File: src/rtl/i2c_eeprom_seq.sv
module i2c_eeprom_seq #(
  parameter logic [6:0] DEV_ADDR  = 7'h50,
  parameter int         MAX_BYTES = 8,
  parameter int         RETRY_MAX = 8,
  localparam int        LW = $clog2(MAX_BYTES + 1),
  localparam int        DW = MAX_BYTES * 8
) (
  input  logic          clk,
  input  logic          rst_n,
  input  logic          req_valid,
  input  logic          req_read,
  input  logic [15:0]   req_addr,
  input  logic [LW-1:0] req_len,
  input  logic [DW-1:0] req_wdata,
  output logic          rsp_valid,
  output logic [1:0]    rsp_code,
  output logic [2:0]    status,
  output logic          proto_err,
  output logic          rd_valid,
  output logic [7:0]    rd_data,
  output logic          cmd_valid,
  output logic [2:0]    cmd_op,
  output logic [7:0]    cmd_byte,
  output logic          cmd_ack,
  output logic          nack_clr,
  input  logic          ev_byte,
  input  logic          ev_ardy,
  input  logic          ev_stop,
  input  logic          eng_nack,
  input  logic [7:0]    eng_rdata,
  input  logic          bus_busy
);

  localparam int IW = $clog2(MAX_BYTES + 4);
  localparam int BW = (MAX_BYTES > 1) ? $clog2(MAX_BYTES) : 1;
  localparam int RW = $clog2(RETRY_MAX + 1);

  localparam logic [2:0] OP_START = 3'd1, OP_RESTART = 3'd2, OP_WRITE = 3'd3,
                         OP_READ  = 3'd4, OP_STOP    = 3'd5;
  localparam logic [2:0] ST_INACT = 3'd0, ST_WBUSY = 3'd1, ST_SETUP = 3'd2,
                         ST_RSTRT = 3'd3, ST_RBUSY = 3'd4, ST_NFAIL = 3'd5;
  localparam logic [1:0] RC_OK = 2'd0, RC_STOP = 2'd1, RC_BUSY = 2'd2, RC_ACT = 2'd3;

  typedef enum logic [3:0] {
    S_IDLE, S_WSEQ, S_WWAIT, S_SSEQ, S_SWAIT, S_SARDY, S_SNSTOP,
    S_SSTOP, S_RSEQ, S_RWAIT, S_RSTOP, S_DRAIN, S_ABORT
  } st_t;

  st_t           st;
  logic [IW-1:0] idx;
  logic [LW-1:0] len_q;
  logic [15:0]   addr_q;
  logic [RW-1:0] retry_q;
  logic          stop_pend;
  logic [2:0]    stat_q;
  logic [7:0]    wbuf [MAX_BYTES];
  logic [7:0]    rbuf [MAX_BYTES];

  wire [IW-1:0] len_x  = IW'(len_q);
  wire [IW-1:0] pay_i  = idx - IW'(3);
  wire [IW-1:0] rcv_i  = idx - IW'(2);
  wire [LW-1:0] len_in = (req_len > LW'(MAX_BYTES)) ? LW'(MAX_BYTES) : req_len;

  wire exp_byte = (st == S_WWAIT) || (st == S_SWAIT) || (st == S_RWAIT);
  wire err = (st != S_ABORT) &&
             ((ev_byte && !exp_byte) || (ev_ardy && st != S_SARDY) || (ev_stop && !stop_pend));
  wire accept = req_valid && st == S_IDLE && !err && !stop_pend && !bus_busy;

  assign status   = stat_q;
  assign rd_valid = (st == S_DRAIN);
  assign rd_data  = rbuf[idx[BW-1:0]];

  always_comb begin
    cmd_valid = 1'b0;
    cmd_op    = 3'd0;
    cmd_byte  = 8'h00;
    cmd_ack   = 1'b0;
    nack_clr  = 1'b0;
    case (st)
      S_WSEQ, S_SSEQ: begin
        cmd_valid = 1'b1;
        cmd_op    = OP_WRITE;
        if (idx == '0) begin
          cmd_op   = OP_START;
          cmd_byte = {DEV_ADDR, 1'b0};
        end else if (idx == IW'(1)) cmd_byte = addr_q[15:8];
        else if (idx == IW'(2))     cmd_byte = addr_q[7:0];
        else if (idx < len_x + IW'(3)) cmd_byte = wbuf[pay_i[BW-1:0]];
        else cmd_op = OP_STOP;
      end
      S_SNSTOP: begin
        cmd_valid = 1'b1;
        cmd_op    = OP_STOP;
        nack_clr  = 1'b1;
      end
      S_RSEQ: begin
        cmd_valid = 1'b1;
        if (idx == '0) begin
          cmd_op   = OP_RESTART;
          cmd_byte = {DEV_ADDR, 1'b1};
        end else if (idx <= len_x) begin
          cmd_op  = OP_READ;
          cmd_ack = (idx != len_x);
        end else cmd_op = OP_STOP;
      end
      S_ABORT: begin
        cmd_valid = !stop_pend;
        cmd_op    = stop_pend ? 3'd0 : OP_STOP;
      end
      default: ;
    endcase
  end

  always_ff @(posedge clk) begin
    if (accept && !req_read)
      for (int k = 0; k < MAX_BYTES; k++) wbuf[k] <= req_wdata[8*k +: 8];
    if (st == S_RWAIT && ev_byte && idx >= IW'(2))
      rbuf[rcv_i[BW-1:0]] <= eng_rdata;
  end

  always_ff @(posedge clk or negedge rst_n) begin
    if (!rst_n) begin
      st        <= S_IDLE;
      idx       <= '0;
      len_q     <= '0;
      addr_q    <= '0;
      retry_q   <= '0;
      stop_pend <= 1'b0;
      stat_q    <= ST_INACT;
      proto_err <= 1'b0;
      rsp_valid <= 1'b0;
      rsp_code  <= RC_OK;
    end else begin
      rsp_valid <= req_valid;
      if (req_valid) begin
        if (st != S_IDLE || err) rsp_code <= RC_ACT;
        else if (stop_pend)      rsp_code <= RC_STOP;
        else if (bus_busy)       rsp_code <= RC_BUSY;
        else                     rsp_code <= RC_OK;
      end

      if (cmd_valid && cmd_op == OP_STOP) stop_pend <= 1'b1;
      else if (ev_stop)                   stop_pend <= 1'b0;

      if (err) begin
        proto_err <= 1'b1;
        stat_q    <= ST_INACT;
        st        <= S_ABORT;
      end else begin
        case (st)
          S_IDLE: begin
            if (accept) begin
              addr_q  <= req_addr;
              len_q   <= len_in;
              idx     <= '0;
              retry_q <= '0;
              st      <= req_read ? S_SSEQ : S_WSEQ;
              stat_q  <= req_read ? ST_SETUP : ST_WBUSY;
            end else if (ev_stop && stat_q == ST_WBUSY) stat_q <= ST_INACT;
          end
          S_WSEQ: begin
            idx <= idx + IW'(1);
            st  <= (cmd_op == OP_STOP) ? S_IDLE : S_WWAIT;
          end
          S_WWAIT: if (ev_byte) st <= S_WSEQ;
          S_SSEQ: begin
            idx <= idx + IW'(1);
            st  <= S_SWAIT;
          end
          S_SWAIT: if (ev_byte) st <= (idx == IW'(3)) ? S_SARDY : S_SSEQ;
          S_SARDY: if (ev_ardy) begin
            if (eng_nack) st <= S_SNSTOP;
            else begin
              idx    <= '0;
              stat_q <= ST_RSTRT;
              st     <= S_RSEQ;
            end
          end
          S_SNSTOP: st <= S_SSTOP;
          S_SSTOP: if (ev_stop) begin
            if (retry_q == RW'(RETRY_MAX)) begin
              stat_q <= ST_NFAIL;
              st     <= S_IDLE;
            end else begin
              retry_q <= retry_q + RW'(1);
              idx     <= '0;
              st      <= S_SSEQ;
            end
          end
          S_RSEQ: begin
            idx <= idx + IW'(1);
            st  <= (cmd_op == OP_STOP) ? S_RSTOP : S_RWAIT;
          end
          S_RWAIT: if (ev_byte) begin
            if (idx == IW'(1)) stat_q <= ST_RBUSY;
            st <= S_RSEQ;
          end
          S_RSTOP: if (ev_stop) begin
            stat_q <= ST_INACT;
            idx    <= '0;
            st     <= (len_q == '0) ? S_IDLE : S_DRAIN;
          end
          S_DRAIN: begin
            idx <= idx + IW'(1);
            if (idx == len_x - IW'(1)) st <= S_IDLE;
          end
          S_ABORT: st <= S_IDLE;
          default: st <= S_IDLE;
        endcase
      end
    end
  end

  // the NACK clear only travels with a stop
  a_r6_clear_with_stop: assert property (@(posedge clk) disable iff (!rst_n)
    nack_clr |-> (cmd_valid && cmd_op == OP_STOP));

  // the NACK clear answers a NACKed access-ready of the cycle before
  a_r6_clear_after_nack: assert property (@(posedge clk) disable iff (!rst_n)
    nack_clr |-> $past(ev_ardy && eng_nack));

  // a repeated start only follows a clean access-ready
  a_r4_restart_after_ardy: assert property (@(posedge clk) disable iff (!rst_n)
    (cmd_valid && cmd_op == OP_RESTART) |-> $past(ev_ardy && !eng_nack));

  // no fresh start while a stop is unconfirmed
  a_r9_no_start_on_pending: assert property (@(posedge clk) disable iff (!rst_n)
    (cmd_valid && cmd_op == OP_START) |-> !stop_pend);

  // during setup the only stop is the NACK-forced one
  a_r3_setup_no_stop: assert property (@(posedge clk) disable iff (!rst_n)
    (cmd_valid && cmd_op == OP_STOP && status == ST_SETUP) |-> nack_clr);

  // the protocol-error flag is sticky
  a_r13_err_sticky: assert property (@(posedge clk) disable iff (!rst_n)
    proto_err |=> proto_err);

  // released data never overlaps a command or a pending stop
  a_r12_release_quiet: assert property (@(posedge clk) disable iff (!rst_n)
    rd_valid |-> (!cmd_valid && !stop_pend));

endmodule

File: config.mk
export PLATFORM = sky130hd
export DESIGN_NAME = i2c_eeprom_seq
export DESIGN_NICKNAME = d
export VERILOG_FILES = /design/src/rtl/i2c_eeprom_seq.sv
export SDC_FILE = /design/constraint.sdc
export NUM_CORES = 1
export LEC_CHECK = 0
export ABC_CLOCK_PERIOD_IN_PS = 5200
export BUFFER_PORTS_ARGS = -buffer_cell sky130_fd_sc_hd__buf_2
export CORE_ASPECT_RATIO = 0.9
export CORE_MARGIN = 1.5
export CORE_UTILIZATION = 56
export DETAILED_ROUTE_END_ITERATION = 16
export GPL_TIMING_DRIVEN = 0
export PLACE_DENSITY_LB_ADDON = 0.08
export SETUP_SLACK_MARGIN = 0.1
export SYNTH_ARGS = -nofsm -noshare
export SYNTH_HDL_FRONTEND = slang
export SYNTH_SLANG_ARGS = --single-unit
File: constraint.sdc
create_clock -name clk -period 5.2 [get_ports clk]
set_input_delay 0 -clock clk [delete_from_list [all_inputs] [get_ports clk]]
set_output_delay 0 -clock clk [all_outputs]
set_load 0.005 [all_outputs]
==> results of run 1 <==
==> metrics by stage <==
step	TNS [ns]	total power, uW
2_1_floorplan	0	2840
3_3_place_gp	-20.86	3390
3_5_place_dp	0	3430
4_1_cts	0	4720
5_1_grt	0	5030
6_report	0	4810
==> power breakdown <==
part           leakage [uW]  switching, uW  internal (uW)
sequential          0.00165           84.5           1540
clock              0.000279            592            677
combinational       0.00209           1160            760
==> per-layer routing <==
metal | global-route usage | wire (um) | vias up
li1 | - | - | 2819
met1 | 0.440 | 9460 | 3121
met2 | 0.543 | 11300 | 393
met3 | 0.0791 | 1980 | 55
met4 | 0.125 | 533 | 0
met5 | 0 | 0 | -
==> state kept, by name, indices dropped and copies added, names as in the netlist <==
register and flops:
rsp_code 2, st 4, wbuf 64, idx 4, retry_q 4, rbuf 64
proto_err 1, len_q 4, stop_pend 1, status 3, addr_q 16, rsp_valid 1
==> layout by cell type (no fill, tap or decap), types with 8 or more instances in the layout <==
master	synthesis	final
dfrtp_1	40	40
nor3_1	11	9
inv_1	21	21
o211ai_1	11	11
buf_2	5	135
clkbuf_1	21	21
nor2_1	36	35
a21oi_1	20	20
clkbuf_16	0	17
edfxtp_1	128	128
dlygate4sd3_1	0	97
mux4_2	24	24
o21ai_0	37	37
nand3_1	14	14
nor2b_1	10	10
nand2b_1	10	10
ha_1	15	15
a221oi_1	8	8
nand2_1	94	94
mux2i_1	16	16
==> timing repair <==
action,CTS,global route
endpoints found under the hold margin,192,0
hold buffers,97,0
setup buffers,0,0
==> final cells by class <==
class / instances / area [sq um] / area share
Timing Repair Buffer: 229 / 1650 / 0.161
Sequential cell: 168 / 4840 / 0.472
Tap cell: 168 / 210 / 0.0205
Multi-Input combinational cell: 392 / 2770 / 0.270
Clock inverter: 15 / 156 / 0.0152
Buffer: 31 / 126 / 0.0123
Clock buffer: 17 / 425 / 0.0414
Inverter: 23 / 86.3 / 0.00841
==> critical path, stage by stage, from the launching register on <==
cell	delay, ns
dfrtp_1	0.47
clkbuf_1	0.64
clkinv_1	0.54
ha_1	0.43
clkbuf_1	0.44
clkbuf_1	0.56
mux4_2	0.41
mux2i_1	0.28
o211ai_1	0.13
o21ai_0	0.13
nor2_1	0.09
buf_2	0.14
==> logic make-up after synthesis <==
family | Yosys count
flip-flops | 168
multiplexers | 42
AND/OR/NAND/NOR | 205
adder cells (fa/ha/maj) | 15
XOR/XNOR | 9
buffers and inverters | 54
AO/OA/AOI/OAI | 121
==> final timing paths <==
check | endpoint | slack (ns) | cells past startpoint
max in group asynchronous | addr_q[11]$_DFFE_PN0P_ | 4.33 | 2
min in group asynchronous | st[3]$_DFFE_PN0P_ | 0.26 | 2
max reg2reg | rbuf[1][1]$_DFFE_PP_ | 1.71 | 6
min | status[0]$_DFFE_PN0P_ | -0.009 | 4
min reg2reg | addr_q[15]$_DFFE_PN0P_ | 0.46 | 2
max | cmd_byte[2] | 0.51 | 11
==> impl_metrics.py, run 1 <==
metrics = {
    "layout": {
        "drive_gt1_frac": 0.237,
        "stdcell_count": 1043,
        "antenna_cells": 0,
        "areaGrowthSynthToFinish_pct": 31.6,
        "fin_util": 0.763,
        "fillers": 830,
        "final_nets": 978,
        "fin_area_sq_um": 10300,
    },
    "placement": {
        "portBuffers": 130,
        "gp_congestion": 0.893,
        "pre_cts_slack_ns": 0.974,
        "dpl.cell_count": 914,
        "placed_area_sq_um": 8710,
        "hpwlAfterDp_mm": 13.6,
    },
    "timing": {
        "tightestPinTransition_ns": 1.36,
        "worst_slack_ns": 0.507,
        "period_needed_ns": 4.69,
        "final-hold-violation-count": 1,
        "finalSetupViolCount": 0,
        "fmax_ghz": 0.213,
        "clock-skew-final_ns": 0.0146,
        "rsz0062_at_grt": "false",
        "slew_headroom": 0.0893,
        "holdWs_ns": -0.00899,
        "slew_viol_final": 0,
        "min_period_over_period": 0.903,
    },
    "cts": {
        "insertion_delay_ns": 0.45,
        "htreeDepth": 4,
        "clock_path_buffers": 2,
        "cts_root_buf": "clkbuf_16",
        "clock_sinks": 168,
        "cts.repair.resized": 0,
        "cts_inserted_buffers": 17,
        "path_clk_slew_ns": 0.07,
        "cts_tree": "done",
    },
    "synthesis": {
        "synth_top_cells_by_area": "edfxtp_1 (49%), dfrtp_1 (13%), mux4_2 (6.9%), nand2_1 (4.5%), ha_1 (2.4%)",
        "synth_area_sq_um": 7800,
        "yosysUniqueCellTypes": 59,
        "synth_compound_area_frac": 0.101,
        "synth_ff_type": "edfxtp_1",
        "synth_seq_area_share": 0.621,
        "yosys.area.top_type_share": 0.493,
        "synthMuxAreaShare": 0.0927,
        "syn_inst": 614,
        "synth-seq-cells": 168,
        "synth_top_family_by_area": "simple AND/OR/NAND/NOR gates",
        "syn_avg_cell_area_sq_um": 12.7,
        "synthTopCellsByCount": "edfxtp_1 (128), nand2_1 (94), dfrtp_1 (40)",
        "synth.largest_area_cell": "edfxtp_1",
        "yosysWarnings": 0,
        "synthXorXnorAreaFrac": 0.0101,
        "synth.most_common_cell": "edfxtp_1",
        "syn_nets": 730,
        "async_reset_ff_frac": 0.238,
        "synth-simple-area-share": 0.124,
        "synth_edf_count": 128,
        "synth_fa_ha_area_frac": 0.0241,
    },
    "floorplan": {
        "core_sq_um": 13500,
        "die_area_sq_um": 14600,
        "chipHeight_um": 115,
        "io-pin-count": 131,
        "fp.dieW_um": 127,
        "start_util": 0.579,
        "num_rows": 40,
    },
    "drt": {
        "vias": 6388,
        "vias_per_cell": 6.12,
        "wl_per_cell_um": 22.3,
        "drtIter0Drc": 598,
        "first_pass_iters": 5,
        "routed_wl_mm": 23.2,
        "drc": 0,
        "ant_nets": 0,
    },
    "critical_path": {
        "crit_required_ns": 5.20,
        "r2r-start": "idx[0]$_DFFE_PN0P_",
        "cp-startpoint": "idx[1]$_DFFE_PN0P_",
        "crit_fanout": 11,
        "cp-end-kind": "primary output",
        "critical_path_class": "reg -> out",
        "worstPathArrival_ns": 4.69,
        "startpoint_type": "flop",
    },
    "power": {
        "ir_worst_vdd_v": 0.000294,
        "cellLeakagePower_uw": 0.00401,
        "powerDensity_nw_per_um2": 468,
    },
    "job": {
        "cap_violations": 0,
    },
    "run_status": {
        "violations": "hold timing",
        "status": "complete, but fails checks",
    },
    "global_routing": {
        "grt_pass1_wl_mm": 36.0,
        "grt_max_degree": 41,
        "grt.total_usage": 0.333,
        "grt_pass1_vias": 6670,
        "antenna_found_initial": 0,
        "grt-ovfl-total": 0,
    },
    "min_path": {
        "hp-class": "in -> reg",
        "hp-start": "req_read",
    },
}
(Power assumes the default switching activity.)
==> inputs of run 2 (changes only) <==
Settings changed: PLACE_DENSITY_LB_ADDON 0.08 to 0.2.
==> impl_metrics.py, run 2 (synthesis gave the netlist of run 1 again) <==
metrics = {
    "layout": {
        "layout_commonest_cell": "buf_2",
        "drive_gt1_frac": 0.237,
        "multi_input_area_sq_um": 2770,
        "fin_area_sq_um": 10300,
        "areaGrowthSynthToFinish_pct": 31.8,
        "antenna_cells": 0,
        "final_nets": 978,
        "register_area_sq_um": 4840,
        "mostFrequentLayoutCells": "buf_2 (135), edfxtp_1 (128), dlygate4sd3_1 (97)",
        "fillers": 833,
    },
    "global_routing": {
        "grt.total_usage": 0.325,
        "grt_max_degree": 41,
        "grt-ovfl-total": 0,
        "antenna_found_initial": 0,
        "grt_pass1_wl_mm": 35.1,
        "grt_pass1_vias": 6438,
    },
    "floorplan": {
        "start_util": 0.579,
        "die_area_sq_um": 14600,
        "num_rows": 40,
        "core_sq_um": 13500,
        "chipHeight_um": 115,
        "io-pin-count": 131,
        "fp.dieW_um": 127,
    },
    "timing": {
        "slew_viol_final": 0,
        "tightestPinTransition_ns": 1.38,
        "final-hold-violation-count": 0,
        "rsz0062_at_grt": "false",
        "period_needed_ns": 4.67,
        "min_period_over_period": 0.898,
        "finalSetupViolCount": 0,
        "setup_tns_ns": 0,
        "slew_headroom": 0.0793,
        "fmax_ghz": 0.214,
        "clock-skew-final_ns": 0.0142,
    },
    "drt": {
        "routed_wl_mm": 22.7,
        "vias": 6320,
        "wl_met1_mm": 9.18,
        "top_layer": "met4",
        "wl_per_cell_um": 21.7,
        "drtIter0Drc": 687,
        "first_pass_iters": 5,
        "ant_nets": 0,
        "met3_length_mm": 1.71,
        "dr_wl_met2_mm": 11.3,
        "drc": 0,
        "vias_per_cell": 6.06,
    },
    "min_path": {
        "hp-class": "in -> reg",
    },
    "critical_path": {
        "startpoint_type": "flop",
        "crit_required_ns": 5.20,
        "cp-end-kind": "primary output",
        "critical_path_class": "reg -> out",
        "worstPathArrival_ns": 4.67,
        "crit_fanout": 11,
    },
    "cts": {
        "cts_root_buf": "clkbuf_16",
        "path_clk_slew_ns": 0.07,
        "clock_path_buffers": 2,
        "htreeDepth": 4,
        "cts_tree": "done",
        "cts.repair.resized": 0,
        "cts_inserted_buffers": 17,
        "insertion_delay_ns": 0.45,
        "clock_sinks": 168,
    },
    "power": {
        "ir_worst_vdd_v": 0.000377,
        "finalPower_uw": 4810,
        "cellLeakagePower_uw": 0.00403,
        "powerDensity_nw_per_um2": 468,
    },
    "placement": {
        "gp_congestion": 0.996,
        "placed_area_sq_um": 8710,
        "portBuffers": 130,
        "hpwlAfterDp_mm": 14.1,
    },
    "run_status": {
        "status": "finished, final reports clean",
    },
    "job": {
        "cap_violations": 0,
    },
}
-- run 2: power by group --
group | internal, uW | total, uW | leakage (uW) | switching, uW
Combinational | 761 | 1910 | 0.00209 | 1150
Sequential | 1540 | 1620 | 0.00165 | 82.0
Clock | 650 | 1280 | 0.000295 | 626
Total | 2950 | 4810 | 0.00403 | 1860
-- run 2: final cells by class --
| class | count | area share |
|---|---|---|
| Sequential cell | 168 | 0.471 |
| Multi-Input combinational cell | 392 | 0.269 |
| Timing Repair Buffer | 229 | 0.160 |
| Clock buffer | 17 | 0.0414 |
| Tap cell | 168 | 0.0204 |
| Clock inverter | 15 | 0.0168 |
| Buffer | 31 | 0.0123 |
| Inverter | 23 | 0.00840 |
-- run 2: routing by layer --
layer / vias to the layer above / global-route usage
met5: - / 0
met4: 0 / 0.112
met3: 46 / 0.0805
met2: 321 / 0.539
met1: 3140 / 0.426
li1: 2813 / -
-- run 2: worst max-delay path: stages (launching register included) --
cell and delay (ns):
dfrtp_1 0.48, clkbuf_1 0.63, clkinv_1 0.56, ha_1 0.45
clkbuf_1 0.51, clkbuf_1 0.54, mux4_2 0.42, mux2i_1 0.22
o211ai_1 0.11, o21ai_0 0.10, nor2_1 0.05, buf_2 0.15
-- run 2: through the flow --
step | utilization | instances | hold slack [ns] | setup WS (ns)
5_1_grt | 0.764 | 1043 | 0.0590 | 0.188
6_report | 0.764 | 1043 | 0.0254 | 0.532
4_1_cts | 0.763 | 1043 | 0.00271 | 0.565
3_3_place_gp | 0.643 | 912 | 0.176 | -0.329
2_1_floorplan | - | 614 | -0.296 | 0.637
3_5_place_dp | 0.647 | 914 | 0.178 | 1.01
-- run 2: timing repair --
item | 4_1_cts | 5_1_grt
hold buffers | 97 | 0
setup buffers | 0 | 0
endpoints found under the hold margin | 192 | 0
-- run 2: final timing paths --
path	startpoint	endpoint	slack, ns	cells after the start
worst max-delay path	idx[1]$_DFFE_PN0P_	cmd_byte[6]	0.53	11
worst min-delay path	req_read	status[0]$_DFFE_PN0P_	0.03	4
worst max register to register	idx[0]$_DFFE_PN0P_	st[0]$_DFFE_PN0P_	1.63	10
worst min register to register	proto_err$_DFFE_PN0P_	proto_err$_DFFE_PN0P_	0.47	1
max in group asynchronous	rst_n	addr_q[6]$_DFFE_PN0P_	4.30	2
min in group asynchronous	rst_n	rsp_code[1]$_DFFE_PN0P_	0.27	2
==> inputs of run 3 (changes only) <==
Settings changed: ABC_CLOCK_PERIOD_IN_PS 5200 to 5500, CORE_UTILIZATION 56 to 57.
Clock period 5.2 ns to 5.5 ns, I/O delays scaled along.
==> impl_metrics.py, run 3 (synthesis gave the netlist of run 1 again) <==
metrics = {
    "floorplan": {
        "io-pin-count": 131,
        "die_area_sq_um": 14400,
        "start_util": 0.584,
        "num_rows": 40,
        "core_sq_um": 13400,
        "fp.dieW_um": 126,
        "chipHeight_um": 114,
    },
    "power": {
        "ir_worst_vdd_v": 0.000414,
        "seq_power_share": 0.332,
        "swShare": 0.379,
        "power.switching_uw": 1750,
        "cellLeakagePower_uw": 0.00403,
        "combinationalPowerShare": 0.395,
        "p_clk_frac": 0.273,
        "p_int_uw": 2860,
        "powerDensity_nw_per_um2": 447,
    },
    "cts": {
        "cts_inserted_buffers": 17,
        "htreeDepth": 4,
        "path_clk_slew_ns": 0.07,
        "clock_path_buffers": 2,
        "insertion_delay_ns": 0.44,
        "cts_setup_buffers": 0,
        "cts_tree": "done",
        "cts_root_buf": "clkbuf_16",
        "clock_sinks": 168,
    },
    "job": {
        "cap_violations": 0,
    },
    "placement": {
        "portBuffers": 130,
        "hpwlAfterDp_mm": 13.6,
        "gp_congestion": 0.927,
        "placed_area_sq_um": 8700,
        "pre_cts_slack_ns": 1.35,
    },
    "global_routing": {
        "grt_max_degree": 41,
        "antenna_found_initial": 0,
        "grt_pass1_vias": 6666,
        "grt_pass1_wl_mm": 35.8,
        "grt-ovfl-total": 0,
        "grt.total_usage": 0.340,
    },
    "drt": {
        "ant_nets": 0,
        "wl_per_cell_um": 22.2,
        "first_pass_iters": 5,
        "vias_per_cell": 6.24,
        "drc": 0,
        "drtIter0Drc": 822,
        "routed_wl_mm": 23.2,
        "vias": 6520,
    },
    "timing": {
        "slew_headroom": 0.0275,
        "worst_slack_ns": 0.732,
        "tightestPinTransition_ns": 1.45,
        "rsz0062_at_grt": "false",
        "finalSetupViolCount": 0,
        "slew_viol_final": 0,
        "min_period_over_period": 0.867,
        "clock-skew-final_ns": 0.0120,
        "period_needed_ns": 4.77,
        "final-hold-violation-count": 0,
        "fmax_ghz": 0.210,
    },
    "layout": {
        "mostFrequentLayoutCells": "buf_2 (135), edfxtp_1 (128), dlygate4sd3_1 (99)",
        "areaGrowthSynthToFinish_pct": 32.2,
        "layout_commonest_cell": "buf_2",
        "final_nets": 980,
        "antenna_cells": 0,
        "fillers": 777,
        "fin_area_sq_um": 10300,
        "drive_gt1_frac": 0.235,
    },
    "min_path": {
        "hp-class": "in -> reg",
    },
    "critical_path": {
        "startpoint_type": "flop",
        "worstPathArrival_ns": 4.77,
        "critical-path-max-stage-delay_ns": 0.63,
        "cp_slowest_cell": "clkbuf_1",
        "cpMostUsedCell": "clkbuf_1",
        "cp-end-kind": "primary output",
        "crit_fanout": 11,
        "critical_path_class": "reg -> out",
        "path_cells": "clkbuf_1, clkinv_1, ha_1, clkbuf_1, clkbuf_1, mux4_2, mux2i_1, o211ai_1, o21ai_0, nor2_1, buf_2",
        "crit_required_ns": 5.50,
    },
    "run_status": {
        "status": "finished, final reports clean",
    },
}
[run 3: cell types whose count changed in the layout (fill, tap and decap cells not counted), sizes merged]
cell | before | now
inv | 30 | 28
bufinv | 0 | 2
clkinv | 8 | 5
clkinvlp | 0 | 3
dlygate4sd3 | 97 | 99
[run 3: metal layers]
| layer | GRT usage | share of wire |
|---|---|---|
| met4 | 0.169 | 0.044 |
| met2 | 0.585 | 0.51 |
| met1 | 0.408 | 0.37 |
| met5 | 0 | 0 |
| met3 | 0.0783 | 0.083 |
[run 3: critical path: cells and delay by family (launching register included)]
family / cells / cell delay [ns]
adder cells (fa/ha/maj): 1 / 0.46
multiplexers: 2 / 0.42
AND/OR/NAND/NOR: 1 / 0.15
buffers and inverters: 5 / 2.38
AO/OA/AOI/OAI: 2 / 0.43
flip-flops: 1 / 0.47
[run 3: path summary, 6_finish.rpt]
path	startpoint	to	slack (ns)	cells after the start
max in group asynchronous	rst_n	addr_q[9]$_DFFE_PN0P_	4.65	2
worst max-delay path	idx[1]$_DFFE_PN0P_	cmd_byte[1]	0.73	11
min in group asynchronous	rst_n	retry_q[3]$_DFFE_PN0P_	0.26	2
worst max register to register	idx[1]$_DFFE_PN0P_	idx[1]$_DFFE_PN0P_	1.99	7
worst min-delay path	req_read	status[0]$_DFFE_PN0P_	0.03	4
worst min register to register	proto_err$_DFFE_PN0P_	proto_err$_DFFE_PN0P_	0.47	1
[run 3: metrics by stage]
stage	TNS [ns]	instances	util	hold slack [ns]	power [uW]
after floorplan	0	614	-	-0.296	2690
after global placement	-0.833	912	0.648	0.172	3190
after detailed placement	0	914	0.651	0.178	3220
after CTS	0	1045	0.771	0.0179	4500
after global routing	0	1045	0.772	0.0382	4820
final	0	1045	0.772	0.0296	4610
[run 3: cell type report]
cell class | instances | area, sq um | area share
clock inverters | 15 | 185 | 0.0180
multi-input cells | 392 | 2770 | 0.268
plain buffers | 31 | 126 | 0.0123
repair buffers | 231 | 1670 | 0.162
well taps | 168 | 210 | 0.0204
inverters | 23 | 86.3 | 0.00837
clock buffers | 17 | 425 | 0.0412
flip-flops and latches | 168 | 4840 | 0.470
[run 3: power by group through the flow]
stage / Clock, uW / Sequential, uW / Combinational (uW)
global placement: 0 / 1550 / 1640
CTS: 1240 / 1530 / 1730
finish: 1260 / 1530 / 1820
detailed placement: 0 / 1550 / 1670
floorplan: 0 / 1530 / 1160
global route: 1310 / 1540 / 1970
[run 3: what timing repair did]
action	CTS	global route
setup endpoints to repair	0	0
hold buffers	99	0
resized for setup	0	0
hold endpoints to repair	192	0
